File: src/rtl/sfc_pkg.sv
package sfc_pkg;
  typedef enum logic [2:0] {
    PRED_EQ    = 3'd0,
    PRED_LT    = 3'd1,
    PRED_LE    = 3'd2,
    PRED_UNORD = 3'd3,
    PRED_NEQ   = 3'd4,
    PRED_NLT   = 3'd5,
    PRED_NLE   = 3'd6,
    PRED_ORD   = 3'd7
  } pred_e;

  typedef struct packed {
    logic sign;
    logic zero;
    logic nan;
    logic snan;
  } fclass_t;
endpackage

File: src/rtl/sfc_classify.sv
module sfc_classify
  import sfc_pkg::*;
#(
  parameter int EXP_W = 8,
  parameter int MAN_W = 23
) (
  input  logic [EXP_W+MAN_W:0] val_i,
  output fclass_t              cls_o
);
  localparam int LANE_W = EXP_W + MAN_W + 1;

  logic [EXP_W-1:0] exp_w;
  logic [MAN_W-1:0] man_w;

  assign exp_w = val_i[LANE_W-2 -: EXP_W];
  assign man_w = val_i[MAN_W-1:0];

  always_comb begin
    cls_o.sign = val_i[LANE_W-1];
    cls_o.zero = (exp_w == '0) && (man_w == '0);
    cls_o.nan  = (exp_w == '1) && (man_w != '0);
    cls_o.snan = cls_o.nan && !man_w[MAN_W-1];
  end
endmodule

File: src/rtl/sfc_relate.sv
module sfc_relate
  import sfc_pkg::*;
#(
  parameter int EXP_W = 8,
  parameter int MAN_W = 23
) (
  input  logic [EXP_W+MAN_W:0] a_i,
  input  logic [EXP_W+MAN_W:0] b_i,
  input  fclass_t              cls_a_i,
  input  fclass_t              cls_b_i,
  output logic                 eq_o,
  output logic                 lt_o,
  output logic                 unord_o
);
  localparam int MAG_W = EXP_W + MAN_W;

  logic [MAG_W-1:0] mag_a, mag_b;
  logic             mag_lt, mag_gt, both_zero;

  assign mag_a     = a_i[MAG_W-1:0];
  assign mag_b     = b_i[MAG_W-1:0];
  assign mag_lt    = mag_a < mag_b;
  assign mag_gt    = mag_a > mag_b;
  assign both_zero = cls_a_i.zero && cls_b_i.zero;

  always_comb begin
    unord_o = cls_a_i.nan || cls_b_i.nan;
    eq_o    = 1'b0;
    lt_o    = 1'b0;
    if (!unord_o) begin
      eq_o = both_zero || (a_i == b_i);
      if (both_zero)                     lt_o = 1'b0;
      else if (cls_a_i.sign != cls_b_i.sign) lt_o = cls_a_i.sign;
      else if (cls_a_i.sign)             lt_o = mag_gt; // both negative: reversed
      else                               lt_o = mag_lt;
    end
  end

  always_comb begin
    AST_EQ_LT_EXCL: assert (!(eq_o && lt_o));
    AST_UNORD_FALSE: assert (!(unord_o && (eq_o || lt_o)));
  end
endmodule

File: src/rtl/sfc_mask_unit.sv
module sfc_mask_unit
  import sfc_pkg::*;
#(
  parameter int DATA_W = 128,
  parameter int EXP_W  = 8,
  parameter int MAN_W  = 23,
  parameter int IMM_W  = 8,
  parameter int PRED_W = 3
) (
  input  logic              clk_i,
  input  logic              rst_ni,
  input  logic              valid_i,
  input  logic [DATA_W-1:0] op_a_i,
  input  logic [DATA_W-1:0] op_b_i,
  input  logic [IMM_W-1:0]  imm_i,
  output logic [DATA_W-1:0] result_o,
  output logic              valid_o,
  output logic              rsvd_o,
  output logic              invalid_o
);
  localparam int LANE_W = EXP_W + MAN_W + 1;

  logic [LANE_W-1:0] lane_w [2];
  fclass_t           cls_w  [2];

  assign lane_w[0] = op_a_i[LANE_W-1:0];
  assign lane_w[1] = op_b_i[LANE_W-1:0];

  for (genvar g = 0; g < 2; g++) begin : g_cls
    sfc_classify #(.EXP_W(EXP_W), .MAN_W(MAN_W)) u_cls (
      .val_i (lane_w[g]),
      .cls_o (cls_w[g])
    );
  end

  logic eq_w, lt_w, unord_w;

  sfc_relate #(.EXP_W(EXP_W), .MAN_W(MAN_W)) u_rel (
    .a_i     (lane_w[0]),
    .b_i     (lane_w[1]),
    .cls_a_i (cls_w[0]),
    .cls_b_i (cls_w[1]),
    .eq_o    (eq_w),
    .lt_o    (lt_w),
    .unord_o (unord_w)
  );

  pred_e pred_w;
  logic  rsvd_w, hit_w, ord_pred_w, inv_w;

  assign pred_w = pred_e'(imm_i[PRED_W-1:0]);
  assign rsvd_w = imm_i[IMM_W-1:PRED_W] != '0;

  always_comb begin
    unique case (pred_w)
      PRED_EQ:    hit_w = eq_w;
      PRED_LT:    hit_w = lt_w;
      PRED_LE:    hit_w = lt_w || eq_w;
      PRED_UNORD: hit_w = unord_w;
      PRED_NEQ:   hit_w = !eq_w;
      PRED_NLT:   hit_w = !lt_w;
      PRED_NLE:   hit_w = !(lt_w || eq_w);
      PRED_ORD:   hit_w = !unord_w;
      default:    hit_w = 1'b0;
    endcase
    ord_pred_w = (pred_w == PRED_LT) || (pred_w == PRED_LE) ||
                 (pred_w == PRED_NLT) || (pred_w == PRED_NLE);
    inv_w = !rsvd_w && (cls_w[0].snan || cls_w[1].snan || (unord_w && ord_pred_w));
  end

  always_ff @(posedge clk_i or negedge rst_ni) begin
    if (!rst_ni) begin
      result_o  <= '0;
      valid_o   <= 1'b0;
      rsvd_o    <= 1'b0;
      invalid_o <= 1'b0;
    end else begin
      valid_o <= valid_i;
      if (valid_i) begin
        result_o[DATA_W-1:LANE_W] <= op_a_i[DATA_W-1:LANE_W];
        result_o[LANE_W-1:0]      <= {LANE_W{hit_w && !rsvd_w}};
        rsvd_o                    <= rsvd_w;
        invalid_o                 <= inv_w;
      end
    end
  end

  AST_VALID_RISE: assert property (@(posedge clk_i) disable iff (!rst_ni)
    valid_i |=> valid_o);
  AST_VALID_IDLE: assert property (@(posedge clk_i) disable iff (!rst_ni)
    !valid_i |=> !valid_o);
  AST_UPPER_KEEP: assert property (@(posedge clk_i) disable iff (!rst_ni)
    valid_i |=> result_o[DATA_W-1:LANE_W] == $past(op_a_i[DATA_W-1:LANE_W]));
  AST_MASK_FULL: assert property (@(posedge clk_i) disable iff (!rst_ni)
    valid_o |-> (result_o[LANE_W-1:0] == '0 || result_o[LANE_W-1:0] == '1));
  AST_RSVD_ZERO: assert property (@(posedge clk_i) disable iff (!rst_ni)
    (valid_i && imm_i[IMM_W-1:PRED_W] != '0) |=>
      (rsvd_o && !invalid_o && result_o[LANE_W-1:0] == '0));
  AST_SNAN_INV: assert property (@(posedge clk_i) disable iff (!rst_ni)
    (valid_i && !rsvd_w && (cls_w[0].snan || cls_w[1].snan)) |=> invalid_o);
endmodule

File: config.mk
export PLATFORM = sky130hd
export DESIGN_NAME = sfc_mask_unit
export DESIGN_NICKNAME = d
export VERILOG_FILES = /design/src/rtl/sfc_pkg.sv /design/src/rtl/sfc_classify.sv /design/src/rtl/sfc_relate.sv /design/src/rtl/sfc_mask_unit.sv
export SDC_FILE = /design/constraint.sdc
export NUM_CORES = 1
export LEC_CHECK = 0
export ABC_AREA = 1
export BUFFER_PORTS_ARGS = -buffer_cell sky130_fd_sc_hd__buf_2
export CORE_AREA = 2 2 153 155
export DETAILED_ROUTE_END_ITERATION = 10
export DIE_AREA = 0 0 155 157
export GPL_TIMING_DRIVEN = 0
export PLACE_DENSITY = 0.5
export SYNTH_ARGS = -nofsm -noshare
export SYNTH_HDL_FRONTEND = slang
export SYNTH_HIERARCHICAL = 1
export SYNTH_SLANG_ARGS = --single-unit
File: constraint.sdc
create_clock -name clk_i -period 3.6 [get_ports clk_i]
set_clock_uncertainty 0.2 [all_clocks]
set_input_delay 0.36 -clock clk_i [delete_from_list [all_inputs] [get_ports clk_i]]
set_output_delay 0.36 -clock clk_i [all_outputs]
set_load 0.005 [all_outputs]
==> results of run 1 <==
-- area by class of cell --
type	instances	area share, %
Clock buffer	9	2.73
Timing Repair Buffer	362	25.9
Sequential cell	100	30.4
Antenna cell	1	0.0304
Multi-Input combinational cell	496	28.0
Buffer	54	4.66
Inverter	65	2.99
Tap cell	285	4.33
Clock inverter	7	0.987
-- timing repair --
action                    CTS  global route
hold buffers               60             0
setup buffers               0             0
hold endpoints to repair   96             0
-- routing by layer --
| metal | part of all wire (%) | vias up | wire length (microns) |
|---|---|---|---|
| met1 | 43 | 2501 | 7450 |
| met2 | 48 | 202 | 8200 |
| met4 | 2.1 | 0 | 354 |
| met3 | 6.8 | 26 | 1160 |
| met5 | 0 | - | 0 |
| li1 | - | 2875 | - |
-- cells by family after synthesis --
family | Yosys count | share of synthesized area [%]
buffers and inverters | 119 | 11.6
XOR/XNOR | 1 | 0.161
AO/OA/AOI/OAI | 17 | 1.73
adder cells (fa/ha/maj) | 35 | 8.05
AND/OR/NAND/NOR | 443 | 32.4
flip-flops | 100 | 46.0
-- power breakdown --
group / internal, mW / switching (mW)
Combinational: 0.289 / 0.298
Clock: 0.551 / 0.477
Sequential: 1.22 / 0.0504
-- final timing paths --
kind,startpoint,to,slack (ps),depth (start not counted)
min in group asynchronous,rst_ni,result_o[122],320,2
max in group asynchronous,rst_ni,result_o[63],2160,3
min reg2reg,result_o[69],result_o[69],270,2
min,op_a_i[78],result_o[78],10,3
max,result_o[31],result_o[20],1450,2
max reg2reg,result_o[31],result_o[31],2200,2
-- sequential cells by signal, summed over array words and instances, names as in the netlist --
name       flops
invalid_o      1
result_o      97
rsvd_o         1
valid_o        1
-- synth_stat cells (2+ instances only) --
master,count,share of area [%]
nand2_1,363,25
dfrtp_1,100,46
inv_1,62,4.3
nor2_1,48,3.3
buf_4,38,5.2
ha_1,35,8.1
buf_2,13,1.2
a21oi_1,12,1.1
nand3_1,12,1.1
nand4_1,5,0.58
nor4_1,4,0.46
buf_6,3,0.62
nor2_2,3,0.35
a21o_1,2,0.28
inv_2,2,0.14
o21ai_0,2,0.18
-- metrics by stage --
step           setup slack, ps  instance area, sq um
2_1_floorplan             1490                  5440
3_3_place_gp               673                  7300
3_5_place_dp              1090                  7330
4_1_cts                   1410                  8240
5_1_grt                   1280                  8240
6_report                  1450                  8240
-- critical path: cells and delay by family (launching register included) --
family,cells,cell delay [ps]
DFF,1,910
buffers and inverters,2,320
==> flow_summary.toml, run 1 <==
[status]
outcome = "finished clean"

[floorplanning]
start_util_pct = 24.2
die_x_microns = 155
core_sq_um = 22500
die_area_sq_um = 24300
pin_count = 398
die_h_microns = 157
fp-row-count = 55

[layout]
seq_area_sq_um = 2500
fin_util_pct = 36.6
final_common_cell = "nand2_1"
instances_no_fill = 1379
multiInputGateArea_sq_um = 2300
fin_nets = 1390
drive_above_1_share_pct = 35.1
final_cell_mix = "nand2_1 (363), buf_2 (313), dfrtp_1 (100)"
syn_to_final_growth_pct = 51.5
fillers = 2394

[power_and_ir_drop]
finalPower_mw = 2.88
leakage_nw = 4.95
ir_worst_vdd_uv = 253
p_per_area_nw_per_um2 = 350

[worst_setup_path]
cp.arrival_ps = 1590
crit_chain = "buf_4 -> buf_2"
cp.required_ps = 3040
crit_path_end_kind = "primary output"
cp_max_fo = 33
cpPeakStageDelay_ps = 910
slowest_stage = "dfrtp_1"
start_kind = "flop"
path_class = "flop to primary output"

[synth]
synth_nets = 1017
yosysUniqueCellTypes = 27
synth-edff-count = 0
yosysWarnings = 6
postSynthAreaPerCell_sq_um = 7.61
ys_seq_elements = 100
synthFlopType = "dfrtp_1"
async_flop_share_pct = 100
netlist_instances = 715
synth_area_sq_um = 5440
seq_area_frac_synth_pct = 46.0

[timing]
worstMarginPinSlew_ps = 863
tns_ps = 0
rsz0062_at_grt = "no"
hold_slack_ps = 11.5
hold_viol = 0
slew_headroom_pct = 42.5
max_clock_freq_ghz = 0.466
drv_slew = 0
fin_crit_sh_pct = 59.6
setup_violations = 0
min_period_ps = 2150

[detailed_routing]
vias = 5604
drc = 0
drtIter0Drc = 195
routedWlPerCell_microns = 12.4
ant_nets = 0
viasPerCell = 4.06
wl_microns = 17200
first_pass_iters = 4

[clocking]
clk_pin_slew_ps = 70
cts_tree = "done"
cts.repair.resized = 0
cts.path.max_buffers = 2
cts-root-buf = "clkbuf_16"
h-tree-depth = 3
cts.sinks = 100
clk_latency_ps = 350
cts_made_buffers = 9

[grt]
grt_usage_pct = 14.0
met3_usage_pct = 3.94
grt_max_degree = 64
use_met2_pct = 24.4
gr-total-overflow = 0
grt_use_met1_pct = 16.6
antenna_found_initial = 1
grt_pass1_wl_microns = 27300
grt_pass1_vias = 5571
grt-busiest-layer = "met2"

[placed_design]
portBuffers = 301
placedCellCount = 1302
gp_congestion = 0.798
hpwl_microns = 13300

[worst_hold_path]
hp-class = "primary input to flop"

[job]
drv_cap = 0
Note: power is estimated with default switching activity, not from simulation.
==> run 2: changes to the inputs <==
Settings changed: PLACE_DENSITY 0.5 to 0.52.
Clock period 3.6 ns to 1.95 ns, I/O delays scaled along.
==> flow_summary.toml, run 2 (synthesis results as in run 1) <==
[worst_setup_path]
start_kind = "primary input"
cp_max_fo = 3
cp.arrival_ps = 1950
cp.required_ps = 1990
rrSetupSlack_ps = 830
crit_path_end_kind = "flop"
path_class = "primary input to flop"

[layout]
design_area_sq_um = 8860
final_common_cell = "nand2_1"
insertedDiodeCount = 0
drive_above_1_share_pct = 37.1
fin_util_pct = 39.4
fin_nets = 1429
syn_to_final_growth_pct = 62.9
top_register = "result_o"
largest_reg_flops = 97
final_cell_mix = "nand2_1 (357), buf_2 (309), dfrtp_1 (99)"

[grt]
grt_pass1_wl_microns = 27300
grt_max_degree = 58
grt_usage_pct = 14.0
grt_pass1_vias = 5528
gr-total-overflow = 0
antenna_found_initial = 0

[timing]
setup_violations = 0
min_period_ps = 1910
tns_ps = 0
slew_headroom_pct = 59.0
max_clock_freq_ghz = 0.524
drv_slew = 0
rsz0062_at_grt = "yes"
fin_crit_sh_pct = 97.9
worstMarginPinSlew_ps = 614
hold_slack_ps = 77.8
hold_viol = 0

[floorplanning]
die_h_microns = 157
fp-row-count = 55
die_x_microns = 155
pin_count = 398
core_sq_um = 22500
start_util_pct = 24.2
die_area_sq_um = 24300

[clocking]
cts.sinks = 100
h-tree-depth = 3
cts_tree = "done"
clk_latency_ps = 350
cts_made_buffers = 9
cts.path.max_buffers = 2
cts-root-buf = "clkbuf_16"
clk_pin_slew_ps = 70

[detailed_routing]
vias = 5708
viasPerCell = 4.03
wl_microns = 17700
ant_nets = 0
routedWlPerCell_microns = 12.5
drc = 0
first_pass_iters = 4
drtIter0Drc = 233

[power_and_ir_drop]
p_per_area_nw_per_um2 = 603
leakage_nw = 5.11
comb_power_share_pct = 22.8
switchingPower_mw = 1.58
power.share.clock_pct = 33.3
seqPwrFrac_pct = 43.8
ir_worst_vdd_uv = 400
finalPower_mw = 5.34
p_int_mw = 3.77
switching_share_pct = 29.5

[worst_hold_path]
hp-class = "primary input to flop"

[placed_design]
gp_congestion = 0.831
hpwl_microns = 13200
portBuffers = 301
placed_cell_area_sq_um = 7330

[job]
drv_cap = 0

[status]
outcome = "finished clean"
==> run 2: changes by cell type in the layout (fill, tap and decap cells not counted), sizes merged <==
cell         previous run  this run
buf                   356       357
bufinv                  1         0
clkinv                  3         2
dlygate4sd3            60        98
diode                   1         0
clkbuf                  9        10
clkinvlp                0         1
==> run 2: routing by layer <==
metal / wire [microns] / track usage (%) / up-vias / share of wire [%]
met3: 1170 / 3.77 / 20 / 6.6
met1: 7670 / 17.1 / 2528 / 43
met4: 307 / 3.97 / 0 / 1.7
li1: - / - / 2960 / -
met2: 8520 / 24.5 / 200 / 48
met5: 0 / 0 / - / 0
==> run 2: what timing repair did <==
| item | CTS | global route |
|---|---|---|
| buffers inserted | 0 | 1 |
| cloned | 0 | 0 |
| setup endpoints to repair | 33 | 1 |
| endpoints found under the hold margin | 140 | 0 |
| hold buffers | 98 | 0 |
| gates resized for setup | 2 | 44 |
| pin swaps | 0 | 22 |
==> run 2: power groups by stage <==
| stage | sequential [mW] | clock [mW] | combinational [mW] |
|---|---|---|---|
| floorplan | 2.40 | 0 | 0.420 |
| global placement | 2.38 | 0 | 0.993 |
| detailed placement | 2.38 | 0 | 1.01 |
| CTS | 2.34 | 1.86 | 1.16 |
| global route | 2.37 | 1.94 | 1.38 |
| finish | 2.34 | 1.78 | 1.22 |
==> run 2: cell type report <==
class / count / area, sq um
buffer: 54 / 384
multi-input combinational: 496 / 2540
inverter: 65 / 246
clock inverter: 6 / 56.3
tap: 285 / 357
timing repair buffer: 401 / 2540
clock buffer: 10 / 229
sequential: 100 / 2500
fill: 2342 / 13600
==> run 2: final timing paths <==
check | start | endpoint | depth (start not counted)
worst max register to register | result_o[31] | result_o[31] | 2
min in group asynchronous | rst_ni | result_o[125] | 2
max in group asynchronous | rst_ni | result_o[65] | 3
worst min-delay path | imm_i[4] | invalid_o | 4
worst min register to register | result_o[71] | result_o[71] | 2
worst max-delay path | op_a_i[22] | result_o[31] | 17
==> run 2: worst max-delay path, stage by stage <==
cell,delay [ps]
buf_2,140
ha_4,280
nand2_4,50
nor2_4,100
nand4_4,100
nor3_4,260
nand2_1,90
nand2_2,90
a21oi_2,70
nor2_4,120
nor2_2,60
nand2_1,60
nand2_1,60
nor2_2,90
nand3_1,80
nand2_1,70
nand2_1,40
==> run 2: per-stage QoR <==
step,cells,setup slack (ps)
2_1_floorplan,715,9.37
3_3_place_gp,1301,-792
3_5_place_dp,1302,-369
4_1_cts,1416,16.0
5_1_grt,1417,-157
6_report,1417,41.4
